===== src/rtl/rtc_cal_pkg.sv =====
package rtc_cal_pkg;

   localparam int unsigned BCD_W = 8;

   typedef logic [BCD_W-1:0] bcd8_t;

   // two-digit BCD increment without wrap handling
   function automatic bcd8_t bcd_inc(bcd8_t v);
      if (v[3:0] == 4'd9) return {v[7:4] + 4'd1, 4'd0};
      else                return {v[7:4], v[3:0] + 4'd1};
   endfunction

   // divisible by four: even tens need ones of 0/4/8, odd tens need 2/6
   function automatic logic bcd_leap(bcd8_t y);
      if (y[4]) return (y[3:0] == 4'd2) || (y[3:0] == 4'd6);
      else      return (y[3:0] == 4'd0) || (y[3:0] == 4'd4) || (y[3:0] == 4'd8);
   endfunction

   function automatic bcd8_t bcd_last_day(bcd8_t mon, logic leap);
      case (mon)
         8'h02:                      return leap ? 8'h29 : 8'h28;
         8'h04, 8'h06, 8'h09, 8'h11: return 8'h30;
         default:                    return 8'h31;
      endcase
   endfunction

   function automatic logic bcd_ok(bcd8_t v);
      return (v[3:0] <= 4'd9) && (v[7:4] <= 4'd9);
   endfunction

endpackage


===== src/rtl/rtc_bcd_wrap_cnt.sv =====
module rtc_bcd_wrap_cnt
   import rtc_cal_pkg::*;
#(
   parameter bcd8_t LO_VAL  = 8'h00,
   parameter bcd8_t HI_VAL  = 8'h59,
   parameter bcd8_t RST_VAL = 8'h00
) (
   input  logic  clk,
   input  logic  rst_n,
   input  logic  load_i,
   input  bcd8_t load_val_i,
   input  logic  inc_i,
   output bcd8_t val_o,
   output logic  at_hi_o
);

   if (!bcd_ok(LO_VAL) || !bcd_ok(HI_VAL) || !bcd_ok(RST_VAL)) begin : g_bad_bcd
      $error("rtc_bcd_wrap_cnt: parameters must be BCD");
   end
   if (LO_VAL >= HI_VAL) begin : g_bad_range
      $error("rtc_bcd_wrap_cnt: LO_VAL must be below HI_VAL");
   end

   bcd8_t cnt_q;

   always_ff @(posedge clk) begin
      if (!rst_n)       cnt_q <= RST_VAL;
      else if (load_i)  cnt_q <= load_val_i;
      else if (inc_i)   cnt_q <= (cnt_q == HI_VAL) ? LO_VAL : bcd_inc(cnt_q);
   end

   assign val_o   = cnt_q;
   assign at_hi_o = (cnt_q == HI_VAL);

endmodule


===== src/rtl/rtc_hour_cnt.sv =====
module rtc_hour_cnt
   import rtc_cal_pkg::*;
#(
   parameter bcd8_t RST_VAL = 8'h00
) (
   input  logic  clk,
   input  logic  rst_n,
   input  logic  load_i,
   input  bcd8_t load_val_i,
   input  logic  inc_i,
   output bcd8_t val_o,
   output logic  day_wrap_o
);

   if (RST_VAL[7] ? (RST_VAL[4:0] == 5'h00 || {3'b000, RST_VAL[4:0]} > 8'h12)
                  : ({2'b00, RST_VAL[5:0]} > 8'h23)) begin : g_bad_rst
      $error("rtc_hour_cnt: RST_VAL is not a legal hour");
   end

   bcd8_t hr_q;
   bcd8_t hr_nx;
   logic  mode12;
   logic  pm;
   bcd8_t h12;
   bcd8_t h24;

   assign mode12 = hr_q[7];
   assign pm     = hr_q[5];
   assign h12    = {3'b000, hr_q[4:0]};
   assign h24    = {2'b00, hr_q[5:0]};

   always_comb begin
      if (mode12) begin
         if (h12 == 8'h12)      hr_nx = {1'b1, 1'b0, pm,  5'h01};
         else if (h12 == 8'h11) hr_nx = {1'b1, 1'b0, ~pm, 5'h12};
         else begin
            hr_nx    = bcd_inc(h12);
            hr_nx[7] = 1'b1;
            hr_nx[5] = pm;
         end
      end else begin
         hr_nx = (h24 == 8'h23) ? 8'h00 : bcd_inc(h24);
      end
   end

   always_ff @(posedge clk) begin
      if (!rst_n)      hr_q <= RST_VAL;
      else if (load_i) hr_q <= load_val_i;
      else if (inc_i)  hr_q <= hr_nx;
   end

   assign val_o      = hr_q;
   assign day_wrap_o = mode12 ? (pm && h12 == 8'h11) : (h24 == 8'h23);

endmodule


===== src/rtl/rtc_date_cnt.sv =====
module rtc_date_cnt
   import rtc_cal_pkg::*;
#(
   parameter bcd8_t RST_VAL = 8'h01
) (
   input  logic  clk,
   input  logic  rst_n,
   input  logic  load_i,
   input  bcd8_t load_val_i,
   input  logic  inc_i,
   input  bcd8_t mon_i,
   input  bcd8_t year_i,
   output bcd8_t val_o,
   output logic  month_end_o
);

   if (!bcd_ok(RST_VAL) || RST_VAL == 8'h00 || RST_VAL > 8'h28) begin : g_bad_rst
      $error("rtc_date_cnt: RST_VAL must be a date valid in every month");
   end

   bcd8_t date_q;
   bcd8_t last_day;

   assign last_day = bcd_last_day(mon_i, bcd_leap(year_i));

   always_ff @(posedge clk) begin
      if (!rst_n)      date_q <= RST_VAL;
      else if (load_i) date_q <= load_val_i;
      else if (inc_i)  date_q <= (date_q == last_day) ? 8'h01 : bcd_inc(date_q);
   end

   assign val_o       = date_q;
   assign month_end_o = (date_q == last_day);

endmodule


===== src/rtl/rtc_calendar_core.sv =====
module rtc_calendar_core
   import rtc_cal_pkg::*;
#(
   parameter bcd8_t CENT_RST = 8'h19,
   parameter bcd8_t YEAR_RST = 8'h00,
   parameter bcd8_t HOUR_RST = 8'h00
) (
   input  logic       clk,
   input  logic       rst_n,
   input  logic       tick_i,
   input  logic       load_i,
   input  logic [7:0] ld_sec_i,
   input  logic [7:0] ld_min_i,
   input  logic [7:0] ld_hour_i,
   input  logic [7:0] ld_date_i,
   input  logic [7:0] ld_mon_i,
   input  logic [7:0] ld_dow_i,
   input  logic [7:0] ld_year_i,
   input  logic [7:0] ld_cent_i,
   output logic [7:0] sec_o,
   output logic [7:0] min_o,
   output logic [7:0] hour_o,
   output logic [7:0] date_o,
   output logic [7:0] mon_o,
   output logic [7:0] dow_o,
   output logic [7:0] year_o,
   output logic [7:0] cent_o
);

   // plain wrap counters: 0 sec, 1 min, 2 dow, 3 month, 4 year, 5 century
   localparam int unsigned NWRAP = 6;
   localparam bcd8_t WR_LO  [NWRAP] = '{8'h00, 8'h00, 8'h01, 8'h01, 8'h00,  8'h00};
   localparam bcd8_t WR_HI  [NWRAP] = '{8'h59, 8'h59, 8'h07, 8'h12, 8'h99,  8'h99};
   localparam bcd8_t WR_RST [NWRAP] = '{8'h00, 8'h00, 8'h01, 8'h01, YEAR_RST, CENT_RST};

   bcd8_t wr_ld  [NWRAP];
   bcd8_t wr_val [NWRAP];
   logic  wr_inc [NWRAP];
   logic  wr_hi  [NWRAP];

   logic  tick_pend_q;
   logic  step;
   logic  hr_inc;
   logic  hr_day_wrap;
   logic  day_inc;
   logic  date_end;
   bcd8_t date_val;
   bcd8_t hour_val;

   // a tick that meets a load waits one cycle and then acts on the new time
   always_ff @(posedge clk) begin
      if (!rst_n) tick_pend_q <= 1'b0;
      else        tick_pend_q <= load_i & (tick_i | tick_pend_q);
   end

   assign step = (tick_i | tick_pend_q) & ~load_i;

   assign wr_ld[0] = ld_sec_i;
   assign wr_ld[1] = ld_min_i;
   assign wr_ld[2] = ld_dow_i;
   assign wr_ld[3] = ld_mon_i;
   assign wr_ld[4] = ld_year_i;
   assign wr_ld[5] = ld_cent_i;

   assign wr_inc[0] = step;
   assign wr_inc[1] = step & wr_hi[0];
   assign hr_inc    = wr_inc[1] & wr_hi[1];
   assign day_inc   = hr_inc & hr_day_wrap;
   assign wr_inc[2] = day_inc;
   assign wr_inc[3] = day_inc & date_end;
   assign wr_inc[4] = wr_inc[3] & wr_hi[3];
   assign wr_inc[5] = wr_inc[4] & wr_hi[4];

   for (genvar gi = 0; gi < NWRAP; gi++) begin : g_wrap
      rtc_bcd_wrap_cnt #(
         .LO_VAL  (WR_LO[gi]),
         .HI_VAL  (WR_HI[gi]),
         .RST_VAL (WR_RST[gi])
      ) cnt_i (
         .clk        (clk),
         .rst_n      (rst_n),
         .load_i     (load_i),
         .load_val_i (wr_ld[gi]),
         .inc_i      (wr_inc[gi]),
         .val_o      (wr_val[gi]),
         .at_hi_o    (wr_hi[gi])
      );
   end

   rtc_hour_cnt #(
      .RST_VAL (HOUR_RST)
   ) hour_i (
      .clk        (clk),
      .rst_n      (rst_n),
      .load_i     (load_i),
      .load_val_i (ld_hour_i),
      .inc_i      (hr_inc),
      .val_o      (hour_val),
      .day_wrap_o (hr_day_wrap)
   );

   rtc_date_cnt #(
      .RST_VAL (8'h01)
   ) date_i (
      .clk         (clk),
      .rst_n       (rst_n),
      .load_i      (load_i),
      .load_val_i  (ld_date_i),
      .inc_i       (day_inc),
      .mon_i       (wr_val[3]),
      .year_i      (wr_val[4]),
      .val_o       (date_val),
      .month_end_o (date_end)
   );

   assign sec_o  = wr_val[0];
   assign min_o  = wr_val[1];
   assign hour_o = hour_val;
   assign date_o = date_val;
   assign mon_o  = wr_val[3];
   assign dow_o  = wr_val[2];
   assign year_o = wr_val[4];
   assign cent_o = wr_val[5];

endmodule


===== config.mk =====
export PLATFORM = sky130hd
export DESIGN_NAME = rtc_calendar_core
export DESIGN_NICKNAME = d
export VERILOG_FILES = /design/src/rtl/rtc_cal_pkg.sv /design/src/rtl/rtc_bcd_wrap_cnt.sv /design/src/rtl/rtc_hour_cnt.sv /design/src/rtl/rtc_date_cnt.sv /design/src/rtl/rtc_calendar_core.sv
export SDC_FILE = /design/constraint.sdc
export NUM_CORES = 1
export LEC_CHECK = 0
export ABC_AREA = 1
export BUFFER_PORTS_ARGS = -buffer_cell sky130_fd_sc_hd__buf_2
export CAP_MARGIN = 20
export CORE_MARGIN = 10
export CORE_UTILIZATION = 52
export DETAILED_ROUTE_END_ITERATION = 8
export PLACE_DENSITY = 0.81
export RECOVER_POWER = 50
export SYNTH_ARGS = -nofsm -noshare
export SYNTH_HDL_FRONTEND = slang
export SYNTH_SLANG_ARGS = --single-unit

===== constraint.sdc =====
create_clock -name clk -period 2.4 [get_ports clk]
set_input_delay 0.36 -clock clk [delete_from_list [all_inputs] [get_ports clk]]
set_output_delay 0.36 -clock clk [all_outputs]
set_load 0.005 [all_outputs]

==> results of run 1 <==
[sequential cells by signal, indices dropped and copies added (netlist names)]
name and count:
g_wrap.cnt_i.val_o 48, date_i.val_o 8, hour_i.val_o 8, tick_pend_q 1
[power by group]
part	switching, mW	total [mW]	internal (mW)	leakage (nW)
sequential	0.105	1.26	1.15	0.536
combinational	0.349	0.584	0.235	1.73
clock	0.421	0.986	0.565	0.107
total	0.875	2.83	1.95	2.38
[worst min-delay path by stage]
| stage | start | end | slack (ns) |
|---|---|---|---|
| after floorplan | tick_pend_q$_SDFF_PN0_ | tick_pend_q$_SDFF_PN0_ | 0.45 |
| after global placement | hour_i.val_o[6]$_SDFFE_PN0P_ | hour_i.val_o[6]$_SDFFE_PN0P_ | 0.46 |
| after detailed placement | hour_i.val_o[6]$_SDFFE_PN0P_ | hour_i.val_o[6]$_SDFFE_PN0P_ | 0.48 |
| after CTS | ld_sec_i[3] | g_wrap[0].cnt_i.val_o[3]$_SDFFE_PN0P_ | 0.19 |
| after global routing | ld_sec_i[3] | g_wrap[0].cnt_i.val_o[3]$_SDFFE_PN0P_ | 0.22 |
| final | ld_sec_i[3] | g_wrap[0].cnt_i.val_o[3]$_SDFFE_PN0P_ | 0.21 |
[routing by layer]
layer / global-route usage / wire length, µm / part of all wire / vias up
li1: - / - / - / 2394
met1: 0.238 / 5550 / 0.43 / 2178
met2: 0.339 / 6140 / 0.47 / 187
met3: 0.0643 / 958 / 0.074 / 29
met4: 0.0889 / 329 / 0.025 / 0
met5: 0 / 0 / 0 / -
[cell type report]
type	instances	area [µm²]
Clock buffer	14	173
Multi-Input combinational cell	480	2580
Fill cell	728	2680
Clock inverter	2	35.0
Tap cell	102	128
Sequential cell	65	1300
Inverter	82	308
Timing Repair Buffer	138	647
[cells in the final DEF, fill, tap and decap left out, types with 6 or more instances in the layout]
cell	n
ha_1	22
clkbuf_8	12
a21oi_1	47
nor2_1	63
xor2_1	17
dfxtp_1	65
nand2_2	7
clkbuf_1	61
a22oi_1	8
o21ai_0	53
inv_1	76
nor3_1	9
nand2_1	142
buf_4	6
nor2_2	7
xnor2_1	7
nand4_1	11
buf_2	72
nand3_1	49
[cells by family (layout without fill, tap and decap cells)]
kind of cell               count (synthesis)  in the layout  share of synthesized area
AOI/OAI and AO/OA                        133            133                      0.174
adders and majority gates                 22             22                     0.0645
xor gates and xnor gates                  24             24                     0.0493
buffers and inverters                    101            236                     0.0923
DFF                                       65             65                      0.305
and+or+nand+nor                          301            301                      0.315
[per-stage QoR]
step | hold slack [ns] | instance area [µm²] | std cells
2_1_floorplan | 0.447 | 4270 | 646
3_3_place_gp | 0.465 | 5030 | 867
3_5_place_dp | 0.485 | 5030 | 867
4_1_cts | 0.193 | 5240 | 883
5_1_grt | 0.222 | 5170 | 883
6_report | 0.208 | 5170 | 883
==> summary.md, run 1 <==
| Metric | Value |
|---|---|
| Initial DRC Count | `291` |
| Vias | `4,788` |
| H-tree levels | `3` |
| Post-synth top area share | `0.305` |
| CP required | `about 2.7 ns` |
| Syn Inst Count | `646` |
| Yosys top cell by area | `dfxtp_1` |
| Layout cell share with drive strength beyond 1 | `0.155` |
| CP Cell Sequence | `ha_1, inv_1, nor2_1, nand3_2, nor2_4, nand3_2, nand2_1, buf_4, inv_2, nor2_1, xor2_1, nand3_1, nand2_1` |
| Achievable clock frequency | `about 470 MHz` |
| Synth Flop Type | `dfxtp_1` |
| Crit Path Max Fanout | `12` |
| Clk_lat worst skew | `~0.35 ns` |
| Peak supply drop | `around 320 µV` |
| Worst Setup Start Kind | `flip-flop` |
| Number of remaining DRC errors | `0` |
| Pin count of the biggest net entering global routing | `50` |
| Mean Syn Cell Area | `6.61 µm²` |
| Synthesized area | `~4300 µm²` |
| Hpwl dp | `9.91 mm` |
| Asr flop ratio synth | `0` |
| Hold depth | `2` |
| Antenna diodes | `0` |
| Routed Antenna Nets | `0` |
| Initial antenna violation count | `0` |
| Total GRT Usage | `0.205` |
| Final Skew | `about 0.012 ns` |
| Pre-CTS WS | `between 0.2 and 0.25 ns` |
| P_leak | `roughly 2.4 nW` |
| Tcrit/Tclk final | `0.881` |
| Post-CTS setup buffer count | `0` |
| Top-count cell post-synth | `nand2_1` |
| #FFs+latches synth | `65` |
| Gr ovfl total | `0` |
| Top cells by count, synth | `142 x nand2_1, 76 x inv_1, 65 x dfxtp_1` |
| TritonCTS Buffers | `9` |
| RR Endpoint | `g_wrap[2].cnt_i.val_o[3]$_SDFFE_PN0P_` |
| Starting density of the core | `0.544` |
| Final Setup Violations | `0` |
| Die Y | `111 µm` |
| Seq/Total Area, Yosys | `0.305` |
| Post-synth EDFFs | `0` |
| Clock-pin slew on the worst setup and hold paths | `around 0.07 ns` |
| Crit-path slowest cell | `dfxtp_1` |
| Total power | `between 2 and 3 mW` |
| Max-Cap Viols | `0` |
| Io pins | `between 100 and 150` |
| Drt via density | `roughly 5.4` |
| RePlAce Congestion | `about 0.90` |
| Area grow syn2layout | `21.1%` |
| Cell Pwr Density | `547 nW/µm²` |
| Outcome | `complete, no violations` |
| Syn_nets | `around 740` |
| Pins Over Slew Limit | `0` |
| Routed WL | `around 13 mm` |
| Std cell rows | `32` |
| CTS resizes | `0` |
| R2R setup slack | `0.29 ns` |
| First-pass GRT wire length | `around 22 mm` |
| WL/cell | `around 15 µm` |
| Crit path from | `g_wrap[0].cnt_i.val_o[4]$_SDFFE_PN0P_` |
| CP bufs+invs | `3` |
| Final Hold Vio Count | `0` |
| Synth warnings | `0` |
| Clk buf depth | `2` |
| Port Buffers | `roughly 130` |
| Critical path start-end classification | `reg -> reg` |
| Delay-heaviest family, CP | `simple AND/OR/NAND/NOR gates` |
| CTS tree | `built` |
| Die Wd | `around 110 µm` |
| RSZ-0062 raised after global routing | `no` |
| Relative slew slack | `0.471` |
| Hold/Removal Path Class | `in -> reg` |
| DR pass1 iterations | `5` |
| Total core area | `slightly below 8000 µm²` |
| Root buf cell | `clkbuf_8` |
| Final Util | `0.659` |
| Minimum clock period | `between 2 and 2.5 ns` |
| Distinct cells, synth | `43` |
| Vias in the first global route | `between 4,000 and 5,000` |
| Reg2reg path depth | `13` |
| Worst slew pin tran | `0.792 ns` |
| Crit path capture type | `flip-flop` |
| Die ar. | `between 10,000 and 15,000 µm²` |
| TNS Setup | `0 ns` |
| Slowest stage delay, CP | `between 0.4 and 0.5 ns` |
| Arr. time, crit path | `around 2.4 ns` |
| Setup ws final | `0.286 ns` |
| CP Depth | `13` |
| Clock sink count | `65` |
| End of the critical path | `g_wrap[2].cnt_i.val_o[3]$_SDFFE_PN0P_` |
| R2R Path Start | `g_wrap[0].cnt_i.val_o[4]$_SDFFE_PN0P_` |
| Net count, final | `866` |
| Hold buffer count at CTS | `0` |
| Synth top area cells | `dfxtp_1 30%, nand2_1 12%, inv_1 6.7%, ha_1 6.4%, o21ai_0 6.2%` |
No activity file was read; power rests on OpenSTA's default activity.
==> run 2, diff against run 1 <==
- clock period: 2.4 -> 2.2 ns (I/O delays scaled with it)
==> summary.md, run 2 (synthesis gave the netlist of run 1 again) <==
| Metric | Value |
|---|---|
| Outcome | `complete, no violations` |
| Hpwl dp | `9.94 mm (+0.29%)` |
| Std cell rows | `32 (unchanged)` |
| Relative slew slack | `0.215 (-0.256)` |
| Root buf cell | `clkbuf_8` |
| DR pass1 iterations | `5 (unchanged)` |
| Dpl cell area | `5050 µm² (+0.45%)` |
| Net count, final | `870 (+0.46%)` |
| P_int | `2.19 mW (+12%)` |
| Area grow syn2layout | `23.8%` |
| Busiest metal layer after global routing | `met2` |
| Initial antenna violation count | `0 (unchanged)` |
| Clock-pin slew on the worst setup and hold paths | `0.07 ns (about the same)` |
| R2R setup slack | `0.21 ns (-0.08 ns)` |
| Gr ovfl total | `0 (unchanged)` |
| Layout cell share with drive strength beyond 1 | `0.177 (+0.0221)` |
| Clk pwr share | `0.362 (+0.014)` |
| Final Util | `0.673 (+0.0145)` |
| Pin count of the biggest net entering global routing | `68 (+36%)` |
| Pins Over Slew Limit | `0 (unchanged)` |
| Filler cell count | `732 (+0.55%)` |
| CP required | `2.43 ns (-0.25 ns)` |
| CTS tree | `built` |
| Die Y | `111 µm (unchanged)` |
| Grt met3 use | `0.0610 (-0.00324)` |
| Dpl cells | `870 (+0.35%)` |
| Clk buf depth | `2 (unchanged)` |
| Commonest non-fill, non-tap cell in the layout | `nand2_1` |
| Hold/Removal Path Class | `in -> reg` |
| Crit Path Max Fanout | `10 (-2)` |
| Cell Pwr Density | `601 nW/µm² (+9.7%)` |
| Fin area | `5280 µm² (+2.2%)` |
| Hold buffer count at CTS | `0 (unchanged)` |
| WL/cell | `14.8 µm (+0.52%)` |
| Most frequent cells in the layout | `141 x nand2_1, 83 x buf_2, 76 x inv_1, 63 x nor2_1, 63 x dfxtp_1` |
| Clk_lat worst skew | `0.35 ns (about the same)` |
| P_leak | `2.45 nW (+3.2%)` |
| Switch Pwr | `0.982 mW (+12%)` |
| Routed WL | `13.1 mm (+0.97%)` |
| Logic pwr share | `0.205 (about the same)` |
| Total core area | `7850 µm² (unchanged)` |
| Peak supply drop | `367 µV (+16%)` |
| Max-Cap Viols | `0 (unchanged)` |
| Die ar. | `12,200 µm² (unchanged)` |
| Initial DRC Count | `360 (+24%)` |
| Crit path capture type | `flip-flop` |
| Final Skew | `0.0142 ns (+0.00182 ns)` |
| Io pins | `132 (unchanged)` |
| Max reg flops | `48 (unchanged)` |
| Worst Setup Start Kind | `flip-flop` |
| Achievable clock frequency | `502 MHz (+6.1%)` |
| Arr. time, crit path | `2.22 ns (-0.18 ns)` |
| GRT met1 Usage | `0.234 (-0.00416)` |
| Starting density of the core | `0.544 (unchanged)` |
| Minimum clock period | `1.99 ns (-0.122 ns)` |
| Number of remaining DRC errors | `0 (unchanged)` |
| RSZ-0062 raised after global routing | `no` |
| Routed Antenna Nets | `0 (unchanged)` |
| Reg2reg path depth | `13 (unchanged)` |
| Antenna diodes | `0 (unchanged)` |
| Worst slew pin tran | `1.18 ns (+0.385 ns)` |
| Vias in the first global route | `4,760 (+0.66%)` |
| Critical path start-end classification | `reg -> reg` |
| H-tree levels | `3 (unchanged)` |
| Share of power burned in registers | `0.433 (-0.012)` |
| Clock sink count | `65 (unchanged)` |
| Hold depth | `3 (+1)` |
| Die Wd | `111 µm (unchanged)` |
| CTS resizes | `0 (unchanged)` |
| TritonCTS Buffers | `9 (unchanged)` |
| Final Hold Vio Count | `0 (unchanged)` |
| Setup ws final | `0.208 ns (-0.0778 ns)` |
| Drt via density | `5.43 (+0.15%)` |
| Vias | `4,817 (+0.61%)` |
| Tcrit/Tclk final | `0.906 (+0.0245)` |
| Switching Share | `0.309 (about the same)` |
| Final Setup Violations | `0 (unchanged)` |
| Pre-CTS WS | `0.0435 ns (-0.173 ns)` |
| Met2 usage | `0.333 (-0.00548)` |
| First-pass GRT wire length | `21.4 mm (-2.0%)` |
| Port Buffers | `131 (unchanged)` |
| TNS Setup | `0 ns (unchanged)` |
| Final non-filler cell total | `887 (+0.45%)` |
| RePlAce Congestion | `0.941 (+4.1%)` |
| Total GRT Usage | `0.200 (-0.00483)` |
| Post-CTS setup buffer count | `0 (unchanged)` |
run 2: worst paths after layout:
| path | start | end |
|---|---|---|
| max | g_wrap[0].cnt_i.val_o[5]$_SDFFE_PN0P_ | g_wrap[5].cnt_i.val_o[0]$_SDFFE_PN1P_ |
| min | ld_hour_i[2] | hour_i.val_o[2]$_SDFFE_PN0P_ |
| max reg2reg | g_wrap[0].cnt_i.val_o[5]$_SDFFE_PN0P_ | g_wrap[5].cnt_i.val_o[0]$_SDFFE_PN1P_ |
| min reg2reg | hour_i.val_o[6]$_SDFFE_PN0P_ | hour_i.val_o[6]$_SDFFE_PN0P_ |
run 2: worst max-delay path, cell delays in order (launching register included):
cell	delay (ns)
dfxtp_1	0.34
inv_1	0.08
ha_1	0.13
inv_1	0.05
nor2_1	0.14
nand3_2	0.16
nor2_4	0.16
nand3_4	0.13
nor2_4	0.13
nand3_4	0.14
nand2_8	0.15
nand2_1	0.11
nand2_1	0.11
nand3_1	0.06
run 2: area by class of cell:
type,instances,area [µm²],share of cell area
Tap cell,102,128,0.0242
Clock inverter,5,78.8,0.0149
Multi-Input combinational cell,481,2650,0.501
Inverter,82,308,0.0583
Timing Repair Buffer,141,676,0.128
Sequential cell,65,1300,0.247
Clock buffer,11,141,0.0268
run 2: power by group through the flow:
stage / clock network, mW / logic (mW) / registers (mW)
2_1_floorplan: 0 / 0.396 / 1.38
3_3_place_gp: 0 / 0.637 / 1.39
3_5_place_dp: 0 / 0.657 / 1.39
4_1_cts: 1.17 / 0.660 / 1.37
5_1_grt: 1.22 / 0.744 / 1.39
6_report: 1.15 / 0.651 / 1.37
run 2: per-stage QoR:
step / hold WS, ns / power [mW]
after floorplan: 0.430 / 1.78
after global placement: 0.461 / 2.03
after detailed placement: 0.482 / 2.05
after CTS: 0.167 / 3.20
after global routing: 0.177 / 3.35
final: 0.175 / 3.17
run 2: per-layer routing:
metal	routed length, µm	up-vias
met4	288	0
met5	0	-
met1	5800	2226
li1	-	2403
met2	6080	167
met3	920	21
